==> src/rtl/ctlchk_pkg.sv <==
package ctlchk_pkg;

   // End code carried by every control word
   typedef enum logic [1:0] {
      END_NONE = 2'b00,
      END_TWO  = 2'b01,
      END_ONE  = 2'b10,
      END_RSV  = 2'b11
   } end_code_e;

   // Classification of one received word
   typedef struct packed {
      logic pay;       // payload control word
      logic nonpay;    // idle or training control word
      logic data;      // data word
      logic sop;       // start-of-packet bit of a control word
      logic end_ok;    // valid end indication
      logic end_one;   // end with one byte valid
      logic end_rsv;   // reserved end code
      logic addr_bad;  // non-payload control with non-zero address
   } word_cls_t;

   // Status vector bit positions
   localparam int unsigned ST_SOP_OPEN  = 0;
   localparam int unsigned ST_END_IDLE  = 1;
   localparam int unsigned ST_DATA_OUT  = 2;
   localparam int unsigned ST_IDLE_EARLY = 3;
   localparam int unsigned ST_END_RSV   = 4;
   localparam int unsigned ST_ADDR_BAD  = 5;
   localparam int unsigned ST_NUM_FLAGS = 6;

endpackage

==> src/rtl/ctlchk_seq.sv <==
module ctlchk_seq
   import ctlchk_pkg::*;
#(
   parameter int unsigned ADDR_W = 8,
   parameter int unsigned STAT_W = 8
) (
   input  logic              clk_i,
   input  logic              rst_ni,
   input  word_cls_t         cls_i,
   input  logic [ADDR_W-1:0] addr_i,
   output logic [STAT_W-1:0] stat_o,
   output logic              err_o,
   output logic              pay_start_o,
   output logic              pay_sop_o,
   output logic [ADDR_W-1:0] pay_addr_o,
   output logic              pkt_end_o,
   output logic              end_one_o
);

   // Sequencing state
   logic              in_pkt_q;
   logic              pend_q;
   logic              pend_sop_q;
   logic [ADDR_W-1:0] pend_addr_q;
   logic              prev_end_q;
   logic              burst_q;

   // Per-word decisions
   logic resolve, open_mid, open_next, end_take, end_fire;
   logic [ST_NUM_FLAGS-1:0] flags;
   logic [STAT_W-1:0]       stat_d;

   always_comb begin
      // A pending payload control is kept once a non-payload word follows
      resolve   = pend_q & ~cls_i.pay;
      // Kept start-of-packet applies before this word's end indication
      open_mid  = in_pkt_q | (resolve & pend_sop_q);
      // Only the first of consecutive end indications counts
      end_take  = cls_i.end_ok & ~prev_end_q;
      end_fire  = end_take & open_mid;
      open_next = open_mid & ~end_take;

      flags                = '0;
      flags[ST_SOP_OPEN]   = resolve & pend_sop_q & in_pkt_q;
      flags[ST_END_IDLE]   = end_take & ~open_mid;
      flags[ST_DATA_OUT]   = cls_i.data & ~((pend_q | burst_q) & open_mid);
      flags[ST_IDLE_EARLY] = cls_i.nonpay & pend_q;
      flags[ST_END_RSV]    = cls_i.end_rsv;
      flags[ST_ADDR_BAD]   = cls_i.addr_bad;
   end

   // Status vector: live flags low, reserved bits tied low
   assign stat_d[ST_NUM_FLAGS-1:0] = flags;
   for (genvar gi = ST_NUM_FLAGS; gi < STAT_W; gi++) begin : g_rsv
      assign stat_d[gi] = 1'b0;
   end

   always_ff @(posedge clk_i or negedge rst_ni) begin
      if (!rst_ni) begin
         in_pkt_q    <= 1'b0;
         pend_q      <= 1'b0;
         pend_sop_q  <= 1'b0;
         pend_addr_q <= '0;
         prev_end_q  <= 1'b0;
         burst_q     <= 1'b0;
      end else begin
         in_pkt_q   <= open_next;
         pend_q     <= cls_i.pay;
         prev_end_q <= cls_i.end_ok;
         burst_q    <= cls_i.data & (pend_q | burst_q);
         if (cls_i.pay) begin
            pend_sop_q  <= cls_i.sop;
            pend_addr_q <= addr_i;
         end
      end
   end

   always_ff @(posedge clk_i or negedge rst_ni) begin
      if (!rst_ni) begin
         stat_o      <= '0;
         err_o       <= 1'b0;
         pay_start_o <= 1'b0;
         pay_sop_o   <= 1'b0;
         pay_addr_o  <= '0;
         pkt_end_o   <= 1'b0;
         end_one_o   <= 1'b0;
      end else begin
         stat_o      <= stat_d;
         err_o       <= |flags;
         pay_start_o <= resolve;
         pkt_end_o   <= end_fire;
         end_one_o   <= end_fire & cls_i.end_one;
         if (resolve) begin
            pay_sop_o  <= pend_sop_q;
            pay_addr_o <= pend_addr_q;
         end
      end
   end

   // the first of consecutive end indications wins, so no two end pulses touch
   a_r10_end_single: assert property (@(posedge clk_i) disable iff (!rst_ni)
      pkt_end_o |=> !pkt_end_o);

   // a kept payload control starts its burst exactly once
   a_r9_start_single: assert property (@(posedge clk_i) disable iff (!rst_ni)
      pay_start_o |=> !pay_start_o);

   // the combined flag never rises without a status bit
   a_r2_flag_with_status: assert property (@(posedge clk_i) disable iff (!rst_ni)
      err_o |-> (|stat_o));

   // a start-inside-open-packet error needs a pending payload control
   a_r8_sop_needs_pending: assert property (@(posedge clk_i) disable iff (!rst_ni)
      stat_o[ST_SOP_OPEN] |-> pay_start_o);

endmodule

==> config.mk <==
export PLATFORM = sky130hd
export DESIGN_NAME = ctlchk_seq
export DESIGN_NICKNAME = d
export VERILOG_FILES = /design/src/rtl/ctlchk_pkg.sv /design/src/rtl/ctlchk_seq.sv
export SDC_FILE = /design/constraint.sdc
export NUM_CORES = 1
export LEC_CHECK = 0
export BUFFER_PORTS_ARGS = -buffer_cell sky130_fd_sc_hd__buf_2
export CELL_PAD_IN_SITES_DETAIL_PLACEMENT = 1
export CELL_PAD_IN_SITES_GLOBAL_PLACEMENT = 2
export CORE_MARGIN = 3
export CORE_UTILIZATION = 31
export CTS_CLUSTER_DIAMETER = 80
export DETAILED_ROUTE_END_ITERATION = 7
export PLACE_DENSITY_LB_ADDON = 0.15
export SLEW_MARGIN = 20
export SYNTH_ARGS = -nofsm -noshare
export SYNTH_HDL_FRONTEND = slang
export SYNTH_SLANG_ARGS = --single-unit
==> constraint.sdc <==
create_clock -name clk_i -period 1.38 [get_ports clk_i]
set_clock_uncertainty 0.05 [all_clocks]
set_input_delay 0.276 -clock clk_i [delete_from_list [all_inputs] [get_ports clk_i]]
set_output_delay 0.276 -clock clk_i [all_outputs]
set_load 0.05 [all_outputs]
==> results_dict.tcl, run 1 <==
set metrics [dict create \
    cts_tree "done" \
    pre_cts_slack_ns 0.1081 \
    maxSlewViolCount 0 \
    rows 21 \
    endpoint_kind "flop" \
    p_comb_share_pct 19.8 \
    grt_max_degree 33 \
    initial_core_util_pct 33.58 \
    ir_drop_mv 0.6290 \
    routabilityCongestion 0.6561 \
    die-area_sq_mm 0.004560 \
    pwr-share-clk_pct 32.2 \
    yosys_warnings 0 \
    maxCapViolations 0 \
    port_buffers 36 \
    num_io_pins 39 \
    dp_cells 173 \
    hold_viol_final 0 \
    leakage_nw 0.7811 \
    dieWidth_um 67.53 \
    period_needed_ns 1.252 \
    grt_pass1_wl_mm 3.850 \
    synth_area_sq_mm 0.001174 \
    yosysTopAreaCell "dfrtp_1" \
    setup_tns_ns 0 \
    dpl.hpwl_mm 1.702 \
    drive_gt1_share_pct 43.38 \
    die_y_um 67.53 \
    required_ns 1.47 \
    synth_seq_area_share_pct 68.23 \
    p_total_mw 2.245 \
    first_pass_iters 4 \
    area_growth_pct 28.36 \
    clk_pin_slew_ns 0.07 \
    antenna_found_initial 0 \
    stdcell_count 182 \
    wire_per_inst_um 12.56 \
    swShare_pct 30.72 \
    netlist.area_leader.share_pct 68.23 \
    cts-root-buf "clkbuf_8" \
    clkLatencyLatePin_ns 0.27 \
    arrival_ns 1.35 \
    core_sq_mm 0.003495 \
    final_util_pct 43.11 \
    htree_num_levels 2 \
    setup_viol 0 \
    hp-class "in2reg" \
    fin_crit_sh_pct 90.73 \
    antenna_left 0 \
    vias_per_cell 4.357 \
    fin_ws_ns 0.1279 \
    grt_overflow_total 0 \
    timing.hold.ws_ns 0.07102 \
    stdcell_area_sq_mm 0.001506 \
    rrSetupSlack_ns 0.13 \
    drt_iter0_markers 15 \
    status "finished, final reports clean" \
    crit_path_start_kind "flop" \
    placed_area_sq_mm 0.001403 \
    grt.total_usage_pct 11.75 \
    final_nets 153 \
    rsz0062_at_grt "no" \
    vias 793 \
    fmax_mhz 798.7 \
    cts_buffers 5 \
    switching_power_mw 0.6898 \
    wl_mm 2.286 \
    n_fill_cell 403 \
    synth_cell_types 21 \
    worstSetupPathType "reg2reg" \
    power_frac_seq_pct 48.0 \
    path_max_fanout 4 \
    synth_area_leaders "dfrtp_1, mux2_2, nand2_1" \
    power.density_mw_per_mm2 1490 \
    ys_ff_latch 32 \
    insertedDiodeCount 0 \
    p_int_mw 1.555 \
    clk_path_buf_depth 2 \
    post_cts_buffers 0 \
    remaining_drc_errors 0 \
    grt_pass1_vias 852 \
    clkSinkCount 32 \
    syn-mean-instance-area_sq_um 12.90 \
    syn_inst 91 \
]
[worst max-delay path: stages, from the launching register on]
cell and delay (ns):
dfrtp_1 0.40, and2_1 0.17, a2111oi_2 0.35, o211ai_1 0.15
[path summary, 6_finish.rpt]
path                                from       endpoint  depth (start not counted)
min in group asynchronous         rst_ni          err_o                          3
max in group asynchronous         rst_ni      stat_o[2]                          3
hold reg to reg            pay_addr_o[2]  pay_addr_o[2]                          2
setup reg to reg                  pend_q          err_o                          3
hold / removal                  cls_i[3]     prev_end_q                          1
setup / recovery                  pend_q          err_o                          3
[kinds of logic (layout without fill, tap and decap cells)]
family / after synthesis / after routing / synth area share [%]
buffers and inverters: 7 / 51 / 4.477
DFF: 32 / 32 / 68.23
and+or+nand+nor: 37 / 37 / 13.97
AOI/OAI and AO/OA: 5 / 5 / 4.371
muxes: 9 / 9 / 8.636
other: 1 / 2 / 0.3195
[layout by cell type (no fill, tap or decap), drive strengths merged]
master,count
nand2,26
a2111oi,1
buf,40
and3b,1
inv,2
a21oi,1
dfrtp,32
mux2,9
nor2b,3
nor2,2
o21a,1
o211ai,1
clkinvlp,1
nand2b,1
o21ai,1
clkbuf,7
and2,2
nand3,1
conb,2
dlygate4sd3,1
nand3b,1
[layer usage]
layer / up-vias / global-route usage [%] / routed length (um)
met5: - / 0 / 0
met4: 0 / 3.797 / 16
met3: 2 / 6.156 / 177
met2: 26 / 18.35 / 1096
met1: 394 / 13.88 / 996
li1: 371 / - / -
[sequential cells by signal, summed over array words and instances, names as in the netlist]
register,count
pay_start_o,1
pkt_end_o,1
stat_o,6
pend_q,1
in_pkt_q,1
pay_sop_o,1
prev_end_q,1
end_one_o,1
err_o,1
pend_sop_q,1
pay_addr_o,8
burst_q,1
pend_addr_q,8
[power groups by stage]
stage	clock network (mW)	logic, mW	registers (mW)
floorplan	0	0.124	1.29
global placement	0	0.444	1.09
detailed placement	0	0.451	1.10
CTS	0.760	0.454	1.08
global route	0.802	0.482	1.09
finish	0.724	0.444	1.08
[cell usage after synthesis]
| master | number |
|---|---|
| buf_6 | 2 |
| a2111oi_2 | 1 |
| and2_1 | 2 |
| nor2_1 | 2 |
| nor2b_1 | 3 |
| o211ai_1 | 1 |
| nand2b_1 | 1 |
| inv_1 | 1 |
| nand3b_1 | 1 |
| o21a_1 | 1 |
| mux2_2 | 9 |
| inv_4 | 1 |
| buf_2 | 1 |
| buf_4 | 2 |
| a21oi_4 | 1 |
| and3b_1 | 1 |
| nand3_1 | 1 |
| nand2_1 | 26 |
| dfrtp_1 | 32 |
| o21ai_0 | 1 |
| conb_1 | 1 |
[what timing repair did]
| item | 4_1_cts | 5_1_grt |
|---|---|---|
| hold endpoints to repair | 32 | 0 |
| resized for setup | 0 | 0 |
| hold buffers | 1 | 0 |
[area by class of cell]
type / instances / area [sq um] / share of cell area, %
timing repair buffer: 41 / 220.2 / 14.62
sequential: 32 / 800.8 / 53.16
tap: 46 / 57.56 / 3.821
clock inverter: 1 / 7.507 / 0.4983
inverter: 2 / 10.01 / 0.6645
clock buffer: 7 / 86.33 / 5.731
multi-input combinational: 53 / 324.1 / 21.51
(Power assumes the default switching activity.)
==> run 2: changes to the inputs <==
PLACE_DENSITY = 0.79   (was default)
PLACE_DENSITY_LB_ADDON = default   (was 0.15)
==> results_dict.tcl, run 2 (synthesis results as in run 1) <==
set metrics [dict create \
    rsz0062_at_grt "no" \
    port_buffers 36 \
    endpoint_kind "flop" \
    worstSetupPathType "reg2reg" \
    area_growth_pct 28.68 \
    cts_tree "done" \
    cpPeakStageDelay_ns 0.41 \
    required_ns 1.49 \
    multi_input_area_sq_um 324.1 \
    crit_start "pend_q" \
    hold_viol_final 0 \
    grt_pass1_wl_mm 4.367 \
    rows 21 \
    cts_buffers 5 \
    vias_per_cell 4.426 \
    path_max_fanout 11 \
    grt_max_degree 18 \
    setup_viol 0 \
    setup_tns_ns 0 \
    cpLargestDelayFamily "flip-flops" \
    dieWidth_um 67.53 \
    power.density_mw_per_mm2 1492 \
    drive_gt1_share_pct 43.07 \
    arrival_ns 1.36 \
    cts_resized 0 \
    maxCapViolations 0 \
    r2r-start "pend_q" \
    leakage_nw 0.7866 \
    grt.total_usage_pct 13.53 \
    p_comb_share_pct 20.0 \
    status "finished, final reports clean" \
    htree_num_levels 2 \
    final_util_pct 43.22 \
    die_y_um 67.53 \
    period_needed_ns 1.244 \
    initial_core_util_pct 33.58 \
    switching_power_mw 0.6945 \
    clkSinkCount 32 \
    hp-class "in2reg" \
    path_cells "nand2b_1 -> inv_4 -> a21oi_4 -> and3b_1" \
    grt_pass1_vias 905 \
    maxSlewViolCount 0 \
    final_nets 154 \
    drt_iter0_markers 19 \
    final_common_cell "buf_2" \
    fmax_mhz 803.8 \
    clk_path_buf_depth 2 \
    seqCellArea_sq_um 800.8 \
    remaining_drc_errors 0 \
    grt_overflow_total 0 \
    power_frac_seq_pct 47.8 \
    first_pass_iters 4 \
    p_int_mw 1.559 \
    wire_per_inst_um 14.18 \
    ir_drop_mv 0.7828 \
    antenna_left 0 \
    rrSetupSlack_ns 0.14 \
    fin_crit_sh_pct 90.15 \
    min-delay-start "cls_i[3]" \
    clk_pin_slew_ns 0.06 \
    vias 810 \
    core_sq_mm 0.003495 \
    insertedDiodeCount 0 \
    timing.hold.ws_ns 0.06498 \
    clkLatencyLatePin_ns 0.28 \
    n_fill_cell 392 \
    antenna_found_initial 0 \
    routabilityCongestion 0.7140 \
    placed_area_sq_mm 0.001410 \
    crit_slowest_cell "dfrtp_1" \
    swShare_pct 30.82 \
    num_io_pins 39 \
    reg_top3 "pay_addr_o (8), pend_addr_q (8), stat_o (6)" \
    crit_buf_inv 1 \
    dpl.hpwl_mm 1.895 \
    p_total_mw 2.254 \
    stdcell_area_sq_mm 0.001510 \
    pwr-share-clk_pct 32.2 \
    crit_path_start_kind "flop" \
    die-area_sq_mm 0.004560 \
    cts-root-buf "clkbuf_8" \
    final_cell_mix "buf_2, dfrtp_1, nand2_1" \
    wl_mm 2.595 \
]
-- run 2: cell count changes in the layout (fill, tap and decap cells not counted), sizes merged --
cell / previous run / this run
clkinvlp: 1 / 0
clkbuf: 7 / 8
buf: 40 / 41
-- run 2: per-layer routing --
| layer | track usage [%] | vias to the layer above | share of wire, % |
|---|---|---|---|
| li1 | - | 375 | - |
| met1 | 15.73 | 393 | 42 |
| met2 | 21.26 | 35 | 47 |
| met3 | 6.656 | 7 | 9.7 |
| met4 | 5.316 | 0 | 1.6 |
| met5 | 0 | - | 0 |
-- run 2: cell type report --
type                       count  share of cell area (%)
multi-input combinational     53                   21.46
clock buffer                   8                   5.965
inverter                       2                  0.6628
timing repair buffer          42                   15.08
tap                           46                   3.811
sequential                    32                   53.02
-- run 2: worst reg2reg max path: stages (launching register included) --
cell	delay, ns
dfrtp_1	0.41
nand2b_1	0.16
inv_4	0.10
a21oi_4	0.20
and3b_1	0.20
-- run 2: path summary, 6_finish.rpt --
path                                       end  depth (start not counted)
worst max-delay path                 end_one_o                          4
worst min-delay path                prev_end_q                          1
worst max register to register       end_one_o                          4
worst min register to register   pay_addr_o[2]                          2
max in group asynchronous            pay_sop_o                          3
min in group asynchronous       pend_addr_q[4]                          2
-- run 2: through the flow --
stage | instances | worst slack, ns
6_report | 183 | 0.1359
5_1_grt | 183 | 0.005200
4_1_cts | 183 | 0.1214
3_5_place_dp | 174 | 0.1147
3_3_place_gp | 174 | 0.1873
2_1_floorplan | 92 | 0.2329
-- run 2: what timing repair did --
action | CTS | global route
hold buffers | 1 | 0
buffers inserted | 0 | 0
setup endpoints to repair | 0 | 0
hold endpoints to repair | 15 | 0
-- run 2: power groups by stage --
stage	combinational, mW	clock (mW)	sequential (mW)
floorplan	0.124	0	1.29
global placement	0.447	0	1.09
detailed placement	0.456	0	1.09
CTS	0.459	0.763	1.08
global route	0.490	0.803	1.09
finish	0.452	0.726	1.08
==> run 3: changes to the inputs <==
SETUP_SLACK_MARGIN = 0.4   (was default)
==> results_dict.tcl, run 3 (synthesis results as in run 1) <==
set metrics [dict create \
    drt_iter0_markers 14 \
    p_int_mw 1.919 \
    htree_num_levels 2 \
    worstSetupPathType "reg2out" \
    placed_area_sq_mm 0.001428 \
    ir_drop_mv 1.049 \
    status "finished, final reports clean" \
    reg_top3 "pay_addr_o (8), pend_addr_q (8), stat_o (6)" \
    remaining_drc_errors 0 \
    die-area_sq_mm 0.004560 \
    crit_slowest_cell "dfrtp_1" \
    wire_per_inst_um 14.26 \
    num_io_pins 39 \
    die_y_um 67.53 \
    grt_pass1_wl_mm 4.526 \
    crit_path_start_kind "flop" \
    vias_per_cell 4.466 \
    fin_crit_sh_pct 84.75 \
    pwr-share-clk_pct 36.1 \
    wl_met3_um 104 \
    clk_pin_slew_ns 0.06 \
    cts_buffers 5 \
    routabilityCongestion 0.6896 \
    port_buffers 36 \
    grt_pass1_vias 971 \
    initial_core_util_pct 33.58 \
    p_comb_share_pct 22.5 \
    cpPeakStageDelay_ns 0.40 \
    hold_viol_final 0 \
    cpLargestDelayFamily "flip-flops" \
    final_cell_mix "dfrtp_1, buf_6, nand2_1, buf_2" \
    core_sq_mm 0.003495 \
    switching_power_mw 0.7540 \
    setup_tns_ns 0 \
    period_needed_ns 1.170 \
    grt_overflow_total 0 \
    dp_cells 172 \
    final_nets 162 \
    antenna_left 0 \
    met1_length_um 903 \
    required_ns 1.05 \
    endpoint_kind "output pin" \
    maxSlewViolCount 0 \
    dieWidth_um 67.53 \
    power_frac_seq_pct 41.3 \
    power.density_mw_per_mm2 1459 \
    wl_met2_mm 1.613 \
    stdcell_area_sq_mm 0.001832 \
    grt_max_degree 24 \
    antenna_found_initial 0 \
    final_util_pct 52.42 \
    n_fill_cell 363 \
    stdcell_count 191 \
    arrival_ns 0.84 \
    clkLatencyLatePin_ns 0.28 \
    cts-root-buf "clkbuf_8" \
    clkSinkCount 32 \
    drive_gt1_share_pct 59.31 \
    maxCapViolations 0 \
    leakage_nw 0.9002 \
    first_pass_iters 2 \
    grt.total_usage_pct 14.25 \
    rows 21 \
    area_growth_pct 56.08 \
    vias 853 \
    swShare_pct 28.21 \
    wl_mm 2.723 \
    rsz0062_at_grt "yes" \
    highest-signal-layer "met4" \
    hp-class "in2reg" \
    path_max_fanout 2 \
    clk_path_buf_depth 2 \
    final_common_cell "dfrtp_1" \
    dpl.hpwl_mm 1.823 \
    insertedDiodeCount 0 \
    cts_tree "done" \
    fmax_mhz 855.1 \
    path_cells "buf_6" \
    p_total_mw 2.673 \
    setup_viol 0 \
    crit_buf_inv 1 \
]
-- run 3: cell types whose count changed in the layout (fill, tap and decap cells not counted), moves of 2 or more --
cell and delta:
buf_6 +25, nand2_2 +9, nand2_1 -9, nor2_1 -2, buf_2 -19, clkbuf_1 -2
-- run 3: metal layers --
layer / global-route usage [%] / up-vias
met3: 3.328 / 9
met5: 0 / -
met4: 11.39 / 0
met1: 13.77 / 430
li1: - / 393
met2: 25.52 / 21
-- run 3: power groups by stage --
stage,sequential [mW],clock (mW),combinational [mW]
after detailed placement,1.10,0,0.458
after global routing,1.12,1.05,0.645
final,1.11,0.966,0.602
after floorplan,1.29,0,0.128
after CTS,1.10,0.994,0.577
after global placement,1.09,0,0.451
-- run 3: cell type report --
| cell class | instances | area [sq um] | area share (%) |
|---|---|---|---|
| sequential | 32 | 802.0 | 43.78 |
| multi-input combinational | 53 | 394.1 | 21.52 |
| clock buffer | 7 | 96.34 | 5.260 |
| inverter | 2 | 10.01 | 0.5464 |
| clock inverter | 1 | 30.03 | 1.639 |
| tap | 46 | 57.56 | 3.142 |
| timing repair buffer | 50 | 441.7 | 24.11 |
-- run 3: timing repair --
action | CTS | global route
endpoints found under the hold margin | 9 | 0
setup endpoints to repair | 35 | 35
hold buffers | 1 | 0
gates resized for setup | 46 | 15
buffers inserted | 7 | 3
pin swaps | 7 | 2
-- run 3: per-stage QoR --
step / setup slack, ns / hold slack (ns)
finish: 0.2105 / 0.05724
global route: 0.1762 / 0.05862
CTS: 0.1903 / 0.04614
detailed placement: 0.1406 / 0.1056
global placement: 0.1658 / 0.1034
floorplan: 0.2628 / -0.06959
-- run 3: final timing paths --
check                               start            end  slack, ns  depth (start not counted)
max in group asynchronous          rst_ni      stat_o[3]       0.55                          3
min in group asynchronous          rst_ni  pay_addr_o[1]       0.34                          2
max                             pay_sop_o      pay_sop_o       0.21                          1
min                              cls_i[3]     prev_end_q       0.06                          1
max reg2reg                        pend_q      end_one_o       0.22                          4
min reg2reg                pend_addr_q[3]  pay_addr_o[3]       0.44                          2
